## config.mk

```make
export PLATFORM = sky130hd
export DESIGN_NAME = pbk_dma_seq
export DESIGN_NICKNAME = d
export VERILOG_FILES = /design/src/rtl/pbk_dma_pkg.sv /design/src/rtl/pbk_dma_fsm.sv /design/src/rtl/pbk_dma_pos.sv /design/src/rtl/pbk_dma_evt.sv /design/src/rtl/pbk_dma_seq.sv
export SDC_FILE = /design/constraint.sdc
export NUM_CORES = 1
export LEC_CHECK = 0
export CAP_MARGIN = 20
export CORE_MARGIN = 5
export CORE_UTILIZATION = 40
export DETAILED_ROUTE_END_ITERATION = 12
export GPL_ROUTABILITY_DRIVEN = 0
export PLACE_DENSITY = 0.78
export SLEW_MARGIN = 0
export SYNTH_ARGS = -nofsm -noshare
export SYNTH_HDL_FRONTEND = slang
export SYNTH_SLANG_ARGS = --single-unit
```

## constraint.sdc

```tcl
create_clock -name clk -period 10.8 [get_ports clk]
set_input_delay 3.24 -clock clk [delete_from_list [all_inputs] [get_ports clk]]
set_output_delay 3.24 -clock clk [all_outputs]
set_load 0.02 [all_outputs]
```

## src/rtl/pbk_dma_pkg.sv

```systemverilog
package pbk_dma_pkg;
   typedef enum logic [1:0] {S_IDLE, S_DADDR, S_DSIZE, S_FETCH} seq_state_e;

   localparam int EV_NUM    = 5;
   localparam int EV_HALF_P = 0;
   localparam int EV_FULL_P = 4;
   localparam int EV_HALF_B = 8;
   localparam int EV_FULL_B = 12;
   localparam int EV_EOA    = 24;

   function automatic int ev_bit(input int k);
      case (k)
         0:       return EV_HALF_P;
         1:       return EV_FULL_P;
         2:       return EV_HALF_B;
         3:       return EV_FULL_B;
         default: return EV_EOA;
      endcase
   endfunction
endpackage

```

## src/rtl/pbk_dma_fsm.sv

```systemverilog
module pbk_dma_fsm
   import pbk_dma_pkg::*;
(
   input  logic       clk,
   input  logic       rst_n,
   input  logic       start,
   input  logic       rsp_valid,
   input  logic       period_end,
   input  logic       stop_hit,
   output seq_state_e state,
   output logic       restart,
   output logic       burst_done
);
   logic start_q;

   assign restart    = (state == S_IDLE) && start && !start_q;
   assign burst_done = (state == S_FETCH) && rsp_valid;

   always_ff @(posedge clk) begin
      if (!rst_n) begin
         state   <= S_IDLE;
         start_q <= 1'b0;
      end else begin
         start_q <= start;
         case (state)
            S_IDLE:  if (restart) state <= S_DADDR;
            S_DADDR: if (rsp_valid) state <= S_DSIZE;
            S_DSIZE: if (rsp_valid) state <= S_FETCH;
            S_FETCH: begin
               if (rsp_valid) begin
                  if (stop_hit || !start) state <= S_IDLE;
                  else if (period_end)    state <= S_DADDR;
                  else                    state <= S_FETCH;
               end
            end
            default: state <= S_IDLE;
         endcase
      end
   end

   // dropping start ends the run once the outstanding burst is answered
   p_halt_on_drop_r9: assert property (@(posedge clk) disable iff (!rst_n)
      (burst_done && !start) |=> (state == S_IDLE));

   // a stop hit leaves the sequencer idle
   p_stop_idle_r7: assert property (@(posedge clk) disable iff (!rst_n)
      (burst_done && stop_hit) |=> (state == S_IDLE));
endmodule

```

## src/rtl/pbk_dma_pos.sv

```systemverilog
module pbk_dma_pos
   import pbk_dma_pkg::*;
#(
   parameter int AW          = 32,
   parameter int PTR_W       = 16,
   parameter int IDX_W       = 6,
   parameter int BURST_BYTES = 64
) (
   input  logic             clk,
   input  logic             rst_n,
   input  seq_state_e       state,
   input  logic             restart,
   input  logic             rsp_valid,
   input  logic [31:0]      rsp_data,
   input  logic [AW-1:0]    list_base,
   input  logic [IDX_W-1:0] last_idx,
   output logic [AW-1:0]    mem_addr,
   output logic [IDX_W-1:0] idx,
   output logic [PTR_W-1:0] pptr,
   output logic [PTR_W:0]   nxt_ptr,
   output logic             period_end,
   output logic             half_cross,
   output logic             at_half_idx,
   output logic             at_last_idx
);
   localparam int ENT_SHIFT = 3;

   logic [AW-1:0]    buf_addr;
   logic [PTR_W-1:0] psize;
   logic [PTR_W:0]   half_len;
   logic [IDX_W:0]   n_ent;
   logic [IDX_W-1:0] half_idx;
   logic [AW-1:0]    ent_off;

   generate
      if (BURST_BYTES < 1 || (BURST_BYTES & (BURST_BYTES - 1)) != 0) begin : g_bad_burst
         $error("BURST_BYTES must be a power of two");
      end
      if (PTR_W > 16 || PTR_W < 8) begin : g_bad_ptr
         $error("PTR_W must be 8..16 to fit the length half-word");
      end
   endgenerate

   assign nxt_ptr     = {1'b0, pptr} + (PTR_W+1)'(BURST_BYTES);
   assign half_len    = {1'b0, psize} >> 1;
   assign period_end  = nxt_ptr >= {1'b0, psize};
   assign half_cross  = ({1'b0, pptr} < half_len) && (nxt_ptr >= half_len);
   assign n_ent       = {1'b0, last_idx} + 1'b1;
   assign half_idx    = IDX_W'(n_ent >> 1) - 1'b1;
   assign at_half_idx = (idx == half_idx);
   assign at_last_idx = (idx == last_idx);
   assign ent_off     = AW'({idx, {ENT_SHIFT{1'b0}}});

   always_comb begin
      case (state)
         S_DADDR: mem_addr = list_base + ent_off;
         S_DSIZE: mem_addr = list_base + ent_off + AW'(4);
         S_FETCH: mem_addr = buf_addr + AW'(pptr);
         default: mem_addr = '0;
      endcase
   end

   always_ff @(posedge clk) begin
      if (!rst_n) begin
         idx      <= '0;
         pptr     <= '0;
         buf_addr <= '0;
         psize    <= '0;
      end else if (restart) begin
         idx  <= '0;
         pptr <= '0;
      end else if (rsp_valid) begin
         case (state)
            S_DADDR: buf_addr <= AW'(rsp_data);
            S_DSIZE: psize    <= rsp_data[16 +: PTR_W];
            S_FETCH: begin
               if (period_end) begin
                  pptr <= '0;
                  idx  <= at_last_idx ? '0 : idx + 1'b1;
               end else begin
                  pptr <= nxt_ptr[PTR_W-1:0];
               end
            end
            default: ;
         endcase
      end
   end

   // an answered burst inside a period steps the pointer by one burst
   p_burst_step_r2: assert property (@(posedge clk) disable iff (!rst_n)
      (state == S_FETCH && rsp_valid && !period_end && !restart)
      |=> (pptr == $past(pptr) + PTR_W'(BURST_BYTES)));

   // a restart lands on entry 0 at offset 0
   p_restart_zero_r9: assert property (@(posedge clk) disable iff (!rst_n)
      restart |=> (idx == '0 && pptr == '0));
endmodule

```

## src/rtl/pbk_dma_evt.sv

```systemverilog
module pbk_dma_evt
   import pbk_dma_pkg::*;
(
   input  logic        clk,
   input  logic        rst_n,
   input  logic [31:0] ev_set,
   input  logic [31:0] ev_clr,
   input  logic [31:0] mask,
   output logic [31:0] status,
   output logic        irq
);
   genvar k;
   generate
      for (k = 0; k < 32; k++) begin : g_bit
         localparam bit USED = (k == EV_HALF_P) || (k == EV_FULL_P) || (k == EV_HALF_B) ||
                               (k == EV_FULL_B) || (k == EV_EOA);
         if (USED) begin : g_flop
            always_ff @(posedge clk) begin
               if (!rst_n) status[k] <= 1'b0;
               else        status[k] <= (status[k] & ~ev_clr[k]) | ev_set[k];
            end
         end else begin : g_zero
            assign status[k] = 1'b0;
         end
      end

      for (k = 0; k < EV_NUM; k++) begin : g_chk
         localparam int B = ev_bit(k);
         // an event in the same cycle as a clear keeps the bit set
         p_set_wins_r8: assert property (@(posedge clk) disable iff (!rst_n)
            ev_set[B] |=> status[B]);
      end
   endgenerate

   assign irq = |(status & mask);
endmodule

```

## src/rtl/pbk_dma_seq.sv

```systemverilog
module pbk_dma_seq
   import pbk_dma_pkg::*;
#(
   parameter int AW          = 32,
   parameter int PTR_W       = 16,
   parameter int IDX_W       = 6,
   parameter int BURST_BYTES = 64,
   parameter int LEN_LSB     = 16
) (
   input  logic             clk,
   input  logic             rst_n,
   input  logic             start,
   input  logic [AW-1:0]    list_base,
   input  logic [31:0]      list_size,
   input  logic [31:0]      end_cfg,
   input  logic [31:0]      int_mask,
   input  logic [31:0]      status_clr,
   output logic             mem_req,
   output logic             mem_desc,
   output logic [AW-1:0]    mem_addr,
   input  logic             rsp_valid,
   input  logic [31:0]      rsp_data,
   output logic [IDX_W-1:0] list_ptr,
   output logic [PTR_W-1:0] period_ptr,
   output logic [31:0]      status,
   output logic             irq
);
   localparam int ENT_SHIFT = 3;
   localparam int IDX_LSB   = LEN_LSB + ENT_SHIFT;

   generate
      if (IDX_LSB + IDX_W > 32) begin : g_bad_len
         $error("list length field does not fit in list_size");
      end
   endgenerate

   seq_state_e       state;
   logic             restart, burst_done;
   logic [PTR_W:0]   nxt_ptr;
   logic             period_end, half_cross, at_half_idx, at_last_idx;
   logic             stop_hit;
   logic [IDX_W-1:0] last_idx;
   logic [31:0]      ev_set;
   logic             unused_cfg;

   assign last_idx   = list_size[IDX_LSB +: IDX_W];
   assign stop_hit   = end_cfg[16] && (nxt_ptr == {1'b0, PTR_W'(end_cfg[15:0])});
   assign unused_cfg = ^{list_size, end_cfg[31:17], end_cfg[15:0]};

   pbk_dma_fsm u_fsm (
      .clk        (clk),
      .rst_n      (rst_n),
      .start      (start),
      .rsp_valid  (rsp_valid),
      .period_end (period_end),
      .stop_hit   (stop_hit),
      .state      (state),
      .restart    (restart),
      .burst_done (burst_done)
   );

   pbk_dma_pos #(
      .AW          (AW),
      .PTR_W       (PTR_W),
      .IDX_W       (IDX_W),
      .BURST_BYTES (BURST_BYTES)
   ) u_pos (
      .clk         (clk),
      .rst_n       (rst_n),
      .state       (state),
      .restart     (restart),
      .rsp_valid   (rsp_valid),
      .rsp_data    (rsp_data),
      .list_base   (list_base),
      .last_idx    (last_idx),
      .mem_addr    (mem_addr),
      .idx         (list_ptr),
      .pptr        (period_ptr),
      .nxt_ptr     (nxt_ptr),
      .period_end  (period_end),
      .half_cross  (half_cross),
      .at_half_idx (at_half_idx),
      .at_last_idx (at_last_idx)
   );

   always_comb begin
      ev_set = '0;
      ev_set[EV_HALF_P] = burst_done && half_cross;
      ev_set[EV_FULL_P] = burst_done && period_end;
      ev_set[EV_HALF_B] = burst_done && period_end && at_half_idx;
      ev_set[EV_FULL_B] = burst_done && period_end && at_last_idx;
      ev_set[EV_EOA]    = burst_done && stop_hit;
   end

   pbk_dma_evt u_evt (
      .clk    (clk),
      .rst_n  (rst_n),
      .ev_set (ev_set),
      .ev_clr (status_clr),
      .mask   (int_mask),
      .status (status),
      .irq    (irq)
   );

   assign mem_req  = (state != S_IDLE);
   assign mem_desc = (state == S_DADDR) || (state == S_DSIZE);

   // an unanswered request is held with the same address
   p_req_hold_r10: assert property (@(posedge clk) disable iff (!rst_n)
      (mem_req && !rsp_valid) |=> (mem_req && $stable(mem_addr)));

   // the full-buffer event coincides with the list pointer wrapping to 0
   p_wrap_r4: assert property (@(posedge clk) disable iff (!rst_n)
      $rose(status[EV_FULL_B]) |-> (list_ptr == '0));

   // the full-period event appears only with the pointer back at 0
   p_period_end_r3: assert property (@(posedge clk) disable iff (!rst_n)
      $rose(status[EV_FULL_P]) |-> (period_ptr == '0));

   // end of audio leaves no request pending
   p_eoa_halt_r7: assert property (@(posedge clk) disable iff (!rst_n)
      $rose(status[EV_EOA]) |-> !mem_req);
endmodule

```

==> impl_metrics.csv, run 1 <==
group,metric,value,unit
route,drc,0,
synth,synth_cells,947,
critical_path,slowest_stage,"clkdlybuf4s50_1",
sta,period_needed,10570,ps
critical_path,required,7560,ps
clocking,clk-insertion-delay-late,340,ps
finish,layout-drive-gt1-share,5.19,%
grt,grt-ovfl-total,0,
finish,fillers,1661,
grt,grt_first_pass_wirelength,33500,um
die,core_area,17800,sq um
synth,synth_top_area_share,20.1,%
synth,synth-adder-area-share,9.69,%
synth,yosys_warnings,0,
finish,nets,1326,
synth,syn_area_per_cell,7.58,sq um
clocking,cts_tree,"built",
synth,yosysUniqueCellTypes,86,
grt,antenna_found_initial,0,
critical_path,worst_setup_path_start_kind,"input port",
critical_path,path_max_fanout,5,
synth,synth_edf_count,0,
die,fp-row-count,49,
clocking,cts-root-buf,"clkbuf_16",
die,die_h,144,um
clocking,clock-sinks,72,
route,antenna_left,0,
place,io_buffers,156,
sta,hold_viol,0,
synth,synth.area.mux_share,0.436,%
die,initial_core_util,40.2,%
route,first_iter_violations,494,
synth,synthSimpleGateAreaFrac,27.4,%
synth,synthesis.area,7180,sq um
sta,fin_crit_sh,97.9,%
sta,fin_skew,4.76,ps
finish,final_util,51.0,%
synth,synth-main-ff-cell,"dfxtp_1",
clocking,clkTransAtPathRegs,50,ps
sta,setup_tns,0,ps
synth,ys_ff_latch,72,
finish,area_growth,26.8,%
synth,yosysTopAreaCell,"dfxtp_1",
synth,seq_area_frac_synth,20.1,%
critical_path,cp-end-kind,"output pin",
sta,whs,462,ps
clocking,cts_made_buffers,9,
hold_path,hp-class,"reg2reg",
sta,clock.fmax,0.0946,GHz
clocking,ctsHoldBuffers,0,
route,vias,7129,
route,routed_wl,21600,um
place,hpwl,16900,um
grt,gr-usage-all-layers,19.9,%
sta,rsz0062_at_grt,"no",
synth,async_flop_share,0,%
sta,setup_viol,0,
sta,finalMaxSlewViolations,0,
clocking,postCtsSetupBuffers,0,
critical_path,cp_slowest_stage_delay,670,ps
sta,tightest_slew,761,ps
route,drt_pass1_iterations,6,
finish,diodes,0,
sta,relSlewSlack,49.1,%
route,avgRoutedWirePerCell,16.5,um
critical_path,cpLargestDelayFamily,"simple AND/OR/NAND/NOR gates",
die,die_w,144,um
route,viasPerCell,5.45,
power,power_density,121,nW/um^2
critical_path,path_cells,"clkdlybuf4s50_1, ha_1, fa_1, a211oi_2, nor2_1, o211ai_1, and4_1, and4_1, and2_1, nand2_1, xnor2_1, o221ai_1, clkdlybuf4s50_1",
clocking,htreeDepth,3,
clocking,cts_max_path_buffers,2,
critical_path,crit_buf_inv,2,
status,status,"finished clean",
synth,synthXorXnorAreaFrac,13.9,%
synth,synth_area_leaders,"dfxtp_1 20%, ha_1 9.4%, nand2_1 8.8%",
critical_path,cp_data_arrival_time,7330,ps
grt,grt_max_degree,50,
job,maxCapViolCount,0,
die,io_pins,285,
synth,synth_compound_gate_area_share,20.7,%
power,ir_drop,0.0000963,V
synth,synth_top_family_by_area,"simple AND/OR/NAND/NOR gates",
die,die_area,20700,sq um
grt,grt_pass1_vias,6607,
power,total_power,1.10,mW
critical_path,criticalPathCategory,"in2out",
power,power_leakage,3.37,nW
## through the flow
stage | instances | setup WS, ps | area (sq um)
finish | 1309 | 226 | 9100
global route | 1309 | 7.45 | 9100
CTS | 1308 | 49.3 | 9070
detailed placement | 1292 | 90.1 | 8760
global placement | 1292 | 187 | 8760
floorplan | 979 | 1470 | 7300
## report_power, final
part | switching [mW] | total, mW | leakage [nW] | internal (mW)
clock network | 0.111 | 0.313 | 0.150 | 0.202
registers | 0.0169 | 0.304 | 0.582 | 0.287
logic | 0.283 | 0.481 | 2.64 | 0.199
## layout by cell type, fill, tap and decap left out, drive strengths merged, types with 14 or more instances in the layout
| cell | n |
|---|---|
| a21boi | 41 |
| o21ai | 26 |
| xor2 | 58 |
| a222oi | 15 |
| nand2 | 169 |
| clkdlybuf4s50 | 156 |
| a21oi | 52 |
| nor2 | 63 |
| xnor2 | 56 |
| and2 | 14 |
| nand3 | 44 |
| dfxtp | 72 |
| conb | 33 |
| ha | 54 |
| inv | 30 |
| nand4 | 15 |
## per-layer routing
metal	up-vias	wire length, um	share of wire, %	GRT usage, %
met5	-	0	0	0
met4	0	388	1.8	5.60
met3	28	1500	6.9	2.86
met2	268	10300	48	33.5
met1	3309	9350	43	26.6
li1	3524	-	-	-
## cell usage after synthesis, types with 13 or more instances
cell / instances
inv_1: 30
a21oi_1: 51
xnor2_1: 56
nand2_1: 168
a222oi_1: 15
ha_1: 54
xor2_1: 58
clkbuf_1: 37
nand4_1: 15
and2_1: 13
o21ai_0: 23
nor2_1: 63
a21boi_0: 39
dfxtp_1: 72
nand3_1: 41
buf_4: 35
## path summary, 6_finish.rpt
path	from	slack (ps)	endpoint	depth (start not counted)
hold / removal	u_pos.psize[2]	460	u_pos.psize[2]	2
setup reg to reg	u_pos.pptr[6]	6770	u_evt.status[8]	14
hold reg to reg	u_pos.psize[2]	460	u_pos.psize[2]	2
setup / recovery	list_base[3]	230	mem_addr[20]	13
## worst reg2reg max path, delay by kind of cell (launching register included)
family          cells  cell delay, ps
compound gates      4             600
xor+xnor            1             410
fa+ha+maj           2             530
flops               1             630
simple gates        7            1800
## repair_timing
| item | in CTS | in global routing |
|---|---|---|
| resized for setup | 0 | 3 |
| endpoints found under the hold margin | 0 | 0 |
| endpoints found under the setup margin | 0 | 7 |
## cells by family (layout without fill, tap and decap cells)
kind of cell	count (synthesis)	count (layout)
XOR/XNOR	114	114
other	1	33
AND/OR/NAND/NOR	390	390
multiplexers	3	3
buffers and inverters	109	210
AO/OA/AOI/OAI	203	203
adder cells (fa/ha/maj)	55	55
flip-flops	72	72
## state kept, by name, indices dropped and copies added, names as in the netlist
signal / count
u_fsm.state: 2
u_pos.psize: 16
u_pos.buf_addr: 32
u_evt.status: 5
u_pos.idx: 6
u_fsm.start_q: 1
u_pos.pptr: 10
## layout make-up
type / instances / area [sq um] / area share [%]
multi-input cells: 798 / 5320 / 58.4
repair buffers: 164 / 1630 / 17.9
flip-flops and latches: 72 / 1440 / 15.8
well taps: 229 / 287 / 3.15
clock buffers: 11 / 233 / 2.56
inverters: 30 / 113 / 1.24
clock inverters: 5 / 81.3 / 0.894
Power figures use the tool's default switching activity.
==> run 2: changes to the inputs <==
- DONT_BUFFER_PORTS: default -> 1
- PLACE_DENSITY: 0.78 -> 0.57
- SYNTH_HIERARCHICAL: default -> 1
==> run 2 against run 1 <==
Against the previous run:
- combinational power shrank 64%
- sequential share of layout area grew 2.2 points
- fmax grew 1.8%
- critical path depth shrank 3
- critical endpoint is now mem_addr[23]
- highest routed layer unchanged
==> impl_metrics.csv, run 2 <==
group,metric,value,unit
status,status,"finished clean",
clocking,cts_made_buffers,9,
clocking,cts_max_path_buffers,2,
route,first_iter_violations,470,
grt,grt-ovfl-total,0,
sta,fin_crit_sh,96.2,%
sta,fin_skew,9.43,ps
finish,largest_register_ffs,32,
route,routed_wl,23200,um
clocking,htreeDepth,3,
grt,antenna_found_initial,0,
grt,grt_max_degree,58,
sta,setup_viol,0,
finish,fin_cells,1230,
finish,layout_common_cells,"142 x nand2_1, 71 x dfxtp_1, 59 x xnor2_1",
sta,fin_ws,413,ps
power,total_power,722,uW
place,io_buffers,0,
critical_path,slowest_stage,"o311ai_1",
route,vias,7161,
synth,yosys_warnings,6,
sta,whs,461,ps
die,die_area,22000,sq um
synth,syn_area_per_cell,7.55,sq um
die,io_pins,285,
die,core_area,18800,sq um
place,hpwl,18400,um
sta,relSlewSlack,23.8,%
sta,rsz0062_at_grt,"no",
route,drt_pass1_iterations,5,
critical_path,cp-startpoint,"list_base[3]",
place,dp.cells,1214,
place,dp_slack,449,ps
hold_path,hp-class,"reg2reg",
synth,synthesis.area,7650,sq um
clocking,cts-root-buf,"clkbuf_16",
sta,clock.fmax,0.0963,GHz
finish,area_growth,4.74,%
power,ir_drop,0.0000707,V
die,initial_core_util,40.7,%
clocking,clock-sinks,72,
finish,reg.largest.list,"u_pos/buf_addr: 32 flops, u_pos/psize: 16 flops, u_pos/pptr: 10 flops",
grt,gr-usage-all-layers,20.0,%
grt,grt_pass1_vias,6706,
critical_path,cp_slowest_stage_delay,750,ps
finish,layout_commonest_cell,"nand2_1",
critical_path,required,7560,ps
critical_path,cp-end-kind,"output pin",
hold_path,min_from,"u_pos/psize[5]",
critical_path,r2r_start,"u_pos/pptr[8]",
sta,setup_tns,0,ps
critical_path,criticalPathCategory,"in2out",
clocking,clk-insertion-delay-late,330,ps
route,antenna_left,0,
sta,period_needed,10390,ps
clocking,post_cts_resize_count,0,
critical_path,path_cells,"ha_1, fa_1, a211oi_2, nor2_1, o311ai_1, o211ai_1, a211oi_2, nand3_1, or4_1, o211ai_1",
finish,layout-drive-gt1-share,6.93,%
critical_path,worst_setup_path_start_kind,"input port",
route,drc,0,
finish,nets,1238,
die,die_h,148,um
sta,tightest_slew,1140,ps
finish,diodes,0,
power,power_leakage,2.96,nW
finish,fillers,1953,
critical_path,path_max_fanout,8,
job,maxCapViolCount,0,
sta,finalMaxSlewViolations,0,
die,die_w,148,um
clocking,cts_tree,"built",
sta,hold_viol,0,
critical_path,cp_data_arrival_time,7150,ps
clocking,ctsHoldBuffers,0,
clocking,postCtsSetupBuffers,0,
route,viasPerCell,5.82,
clocking,clkTransAtPathRegs,60,ps
die,fp-row-count,50,
power,power_density,90.1,nW/um^2
synth,synth_cells,1013,
grt,grt_first_pass_wirelength,35700,um
finish,regMostFlops,"u_pos/buf_addr",
route,avgRoutedWirePerCell,18.9,um
run 2: cell type report:
class	count	area (sq um)	area share [%]
Multi-Input combinational cell	862	5760	71.9
Sequential cell	72	1440	18.0
Tap cell	234	293	3.66
Clock buffer	9	225	2.81
Inverter	33	124	1.55
Timing Repair Buffer	13	118	1.47
Clock inverter	7	48.8	0.609
run 2: stage by stage:
| step | area [sq um] | utilization [%] |
|---|---|---|
| global route | 8010 | 42.7 |
| finish | 8010 | 42.7 |
| detailed placement | 7740 | 41.2 |
| floorplan | 7790 | - |
| CTS | 8010 | 42.7 |
| global placement | 7710 | 41.1 |
run 2: worst max-delay path: cells and delay by family:
| kind | cells | cell delay, ps |
|---|---|---|
| simple gates | 3 | 1050 |
| compound gates | 5 | 2160 |
| fa+ha+maj | 2 | 700 |
run 2: path summary, 6_finish.rpt:
kind	end	slack, ps	depth (start not counted)
worst max register to register	u_pos/pptr[14]	5980	13
worst min-delay path	u_pos/psize[5]	460	2
worst min register to register	u_pos/psize[5]	460	2
worst max-delay path	mem_addr[23]	410	10
run 2: where the power goes:
part	switching (mW)	internal [mW]	total, mW
clock network	0.117	0.155	0.272
logic	0.113	0.0589	0.172
registers	0.00582	0.272	0.278
run 2: routing by layer:
| layer | GRT usage, % | share of wire, % | vias up |
|---|---|---|---|
| met5 | 0 | 0 | - |
| li1 | - | - | 3563 |
| met1 | 26.1 | 45 | 3343 |
| met2 | 33.0 | 46 | 232 |
| met4 | 4.71 | 1.8 | 0 |
| met3 | 5.55 | 7.2 | 23 |
==> run 3: changes to the inputs <==
- CORE_UTILIZATION: 40 -> 55
- CTS_CLUSTER_SIZE: default -> 12
- PLACE_DENSITY: 0.57 -> 0.73
==> run 3 against run 2 <==
Against the previous run:
- clock power rose by 13%
- flip-flop and latch count did not move
- utilization rose by 15 points
- die area fell by 26%
- critical path depth rose by 1
- clock-buffer cell count rose by 1
- register-to-register slack improved by 80 ps
- via count rose by 2.2%
- worst setup slack improved by 82 ps
==> impl_metrics.csv, run 3 (synthesis results as in run 2) <==
group,metric,value,unit
status,status,"finished clean",
grt,grt-ovfl-total,0,
route,first_iter_violations,505,
route,vias,7317,
place,dp.cells,1157,
critical_path,r2r_start,"u_pos/pptr[8]",
clocking,cts-root-buf,"clkbuf_16",
sta,fin_skew,8.34,ps
critical_path,path_max_fanout,6,
die,fp-row-count,43,
clocking,post_cts_resize_count,0,
grt,grt_first_pass_wirelength,34700,um
clocking,ctsHoldBuffers,0,
sta,relSlewSlack,42.5,%
critical_path,criticalPathCategory,"in2out",
hold_path,hp-class,"reg2reg",
die,initial_core_util,55.5,%
sta,finalMaxSlewViolations,0,
sta,period_needed,10310,ps
sta,setup_tns,0,ps
place,hpwl,16900,um
critical_path,crit_end,"mem_addr[30]",
place,io_buffers,0,
power,ir_drop,0.0000972,V
finish,area_growth,4.11,%
critical_path,cp_data_arrival_time,7070,ps
clocking,cts_tree,"built",
finish,fillers,1344,
clocking,cts_made_buffers,9,
finish,regMostFlops,"u_pos/buf_addr",
critical_path,cp-end-kind,"output pin",
route,drc,0,
power,power_leakage,2.96,nW
finish,fin_cells,1175,
clocking,clk-insertion-delay-late,340,ps
route,viasPerCell,6.23,
die,die_h,128,um
clocking,postCtsSetupBuffers,0,
critical_path,reg2reg_depth,13,
sta,hold_viol,0,
grt,grt_pass1_vias,6857,
die,die_w,128,um
job,maxCapViolCount,0,
critical_path,r2r_slack,6060,ps
die,io_pins,285,
finish,final_util,57.8,%
grt,antenna_found_initial,0,
power,power_density,94.7,nW/um^2
grt,gr-usage-all-layers,26.1,%
sta,setup_viol,0,
critical_path,required,7560,ps
sta,rsz0062_at_grt,"no",
route,avgRoutedWirePerCell,18.5,um
critical_path,cp-startpoint,"list_base[3]",
clocking,htreeDepth,3,
place,postPlaceCellArea,7630,sq um
finish,layout-drive-gt1-share,6.83,%
clocking,clock-sinks,72,
route,drt_pass1_iterations,5,
die,die_area,16400,sq um
finish,layout_commonest_cell,"nand2_1",
grt,grt_max_degree,63,
power,total_power,754,uW
finish,layout_common_cells,"142 x nand2_1, 71 x dfxtp_1, 59 x xnor2_1",
clocking,cts_max_path_buffers,2,
sta,clock.fmax,0.0970,GHz
finish,nets,1237,
sta,tightest_slew,849,ps
clocking,clkTransAtPathRegs,60,ps
finish,fin_area,7960,sq um
finish,largest_register_ffs,32,
critical_path,worst_setup_path_start_kind,"input port",
sta,fin_crit_sh,95.4,%
critical_path,r2r_end,"u_pos/idx[3]",
route,antenna_left,0,
die,core_area,13800,sq um
route,routed_wl,21700,um
finish,diodes,0,
finish,reg.largest.list,"u_pos/buf_addr: 32 flops, u_pos/psize: 16 flops, u_pos/pptr: 10 flops",
-- run 3: how the worst min path moves through the flow --
stage / from / endpoint / cells after the start
floorplan: u_pos/psize[5] / u_pos/psize[5] / 2
global placement: u_pos/psize[2] / u_pos/psize[2] / 2
detailed placement: u_pos/psize[2] / u_pos/psize[2] / 2
CTS: u_pos/buf_addr[1] / u_pos/buf_addr[1] / 2
global route: u_pos/buf_addr[4] / u_pos/buf_addr[4] / 2
finish: u_pos/buf_addr[1] / u_pos/buf_addr[1] / 2
-- run 3: power breakdown --
group	internal [mW]	leakage [nW]	switching, mW	total (mW)
clock network	0.186	0.145	0.121	0.307
logic	0.0581	2.23	0.112	0.170
registers	0.272	0.583	0.00554	0.278
total	0.516	2.96	0.238	0.754
-- run 3: routing by layer --
| metal | GRT usage (%) | wire length [um] |
|---|---|---|
| met1 | 33.2 | 8990 |
| met2 | 44.1 | 10400 |
| met3 | 6.33 | 1840 |
| met4 | 6.99 | 493 |
| met5 | 0 | 0 |
-- run 3: critical path, cell delays in order --
cell	delay, ps
ha_1	210
fa_1	470
a211oi_2	340
nor2_1	130
o311ai_1	760
o211ai_1	360
a2111oi_2	470
nand3_1	320
nor4b_1	430
o31ai_1	140
buf_4	200
-- run 3: through the flow --
stage,hold WS (ps),setup WS (ps)
2_1_floorplan,438,972
3_3_place_gp,447,596
3_5_place_dp,453,517
4_1_cts,463,508
5_1_grt,492,51.8
6_report,465,495
-- run 3: final cells by class --
| cell class | count | area (sq um) | share of cell area, % |
|---|---|---|---|
| multi-input cells | 862 | 5760 | 72.3 |
| well taps | 180 | 225 | 2.83 |
| flip-flops and latches | 72 | 1440 | 18.1 |
| clock buffers | 10 | 239 | 3.00 |
| clock inverters | 6 | 67.6 | 0.849 |
| inverters | 33 | 124 | 1.56 |
| repair buffers | 12 | 104 | 1.30 |
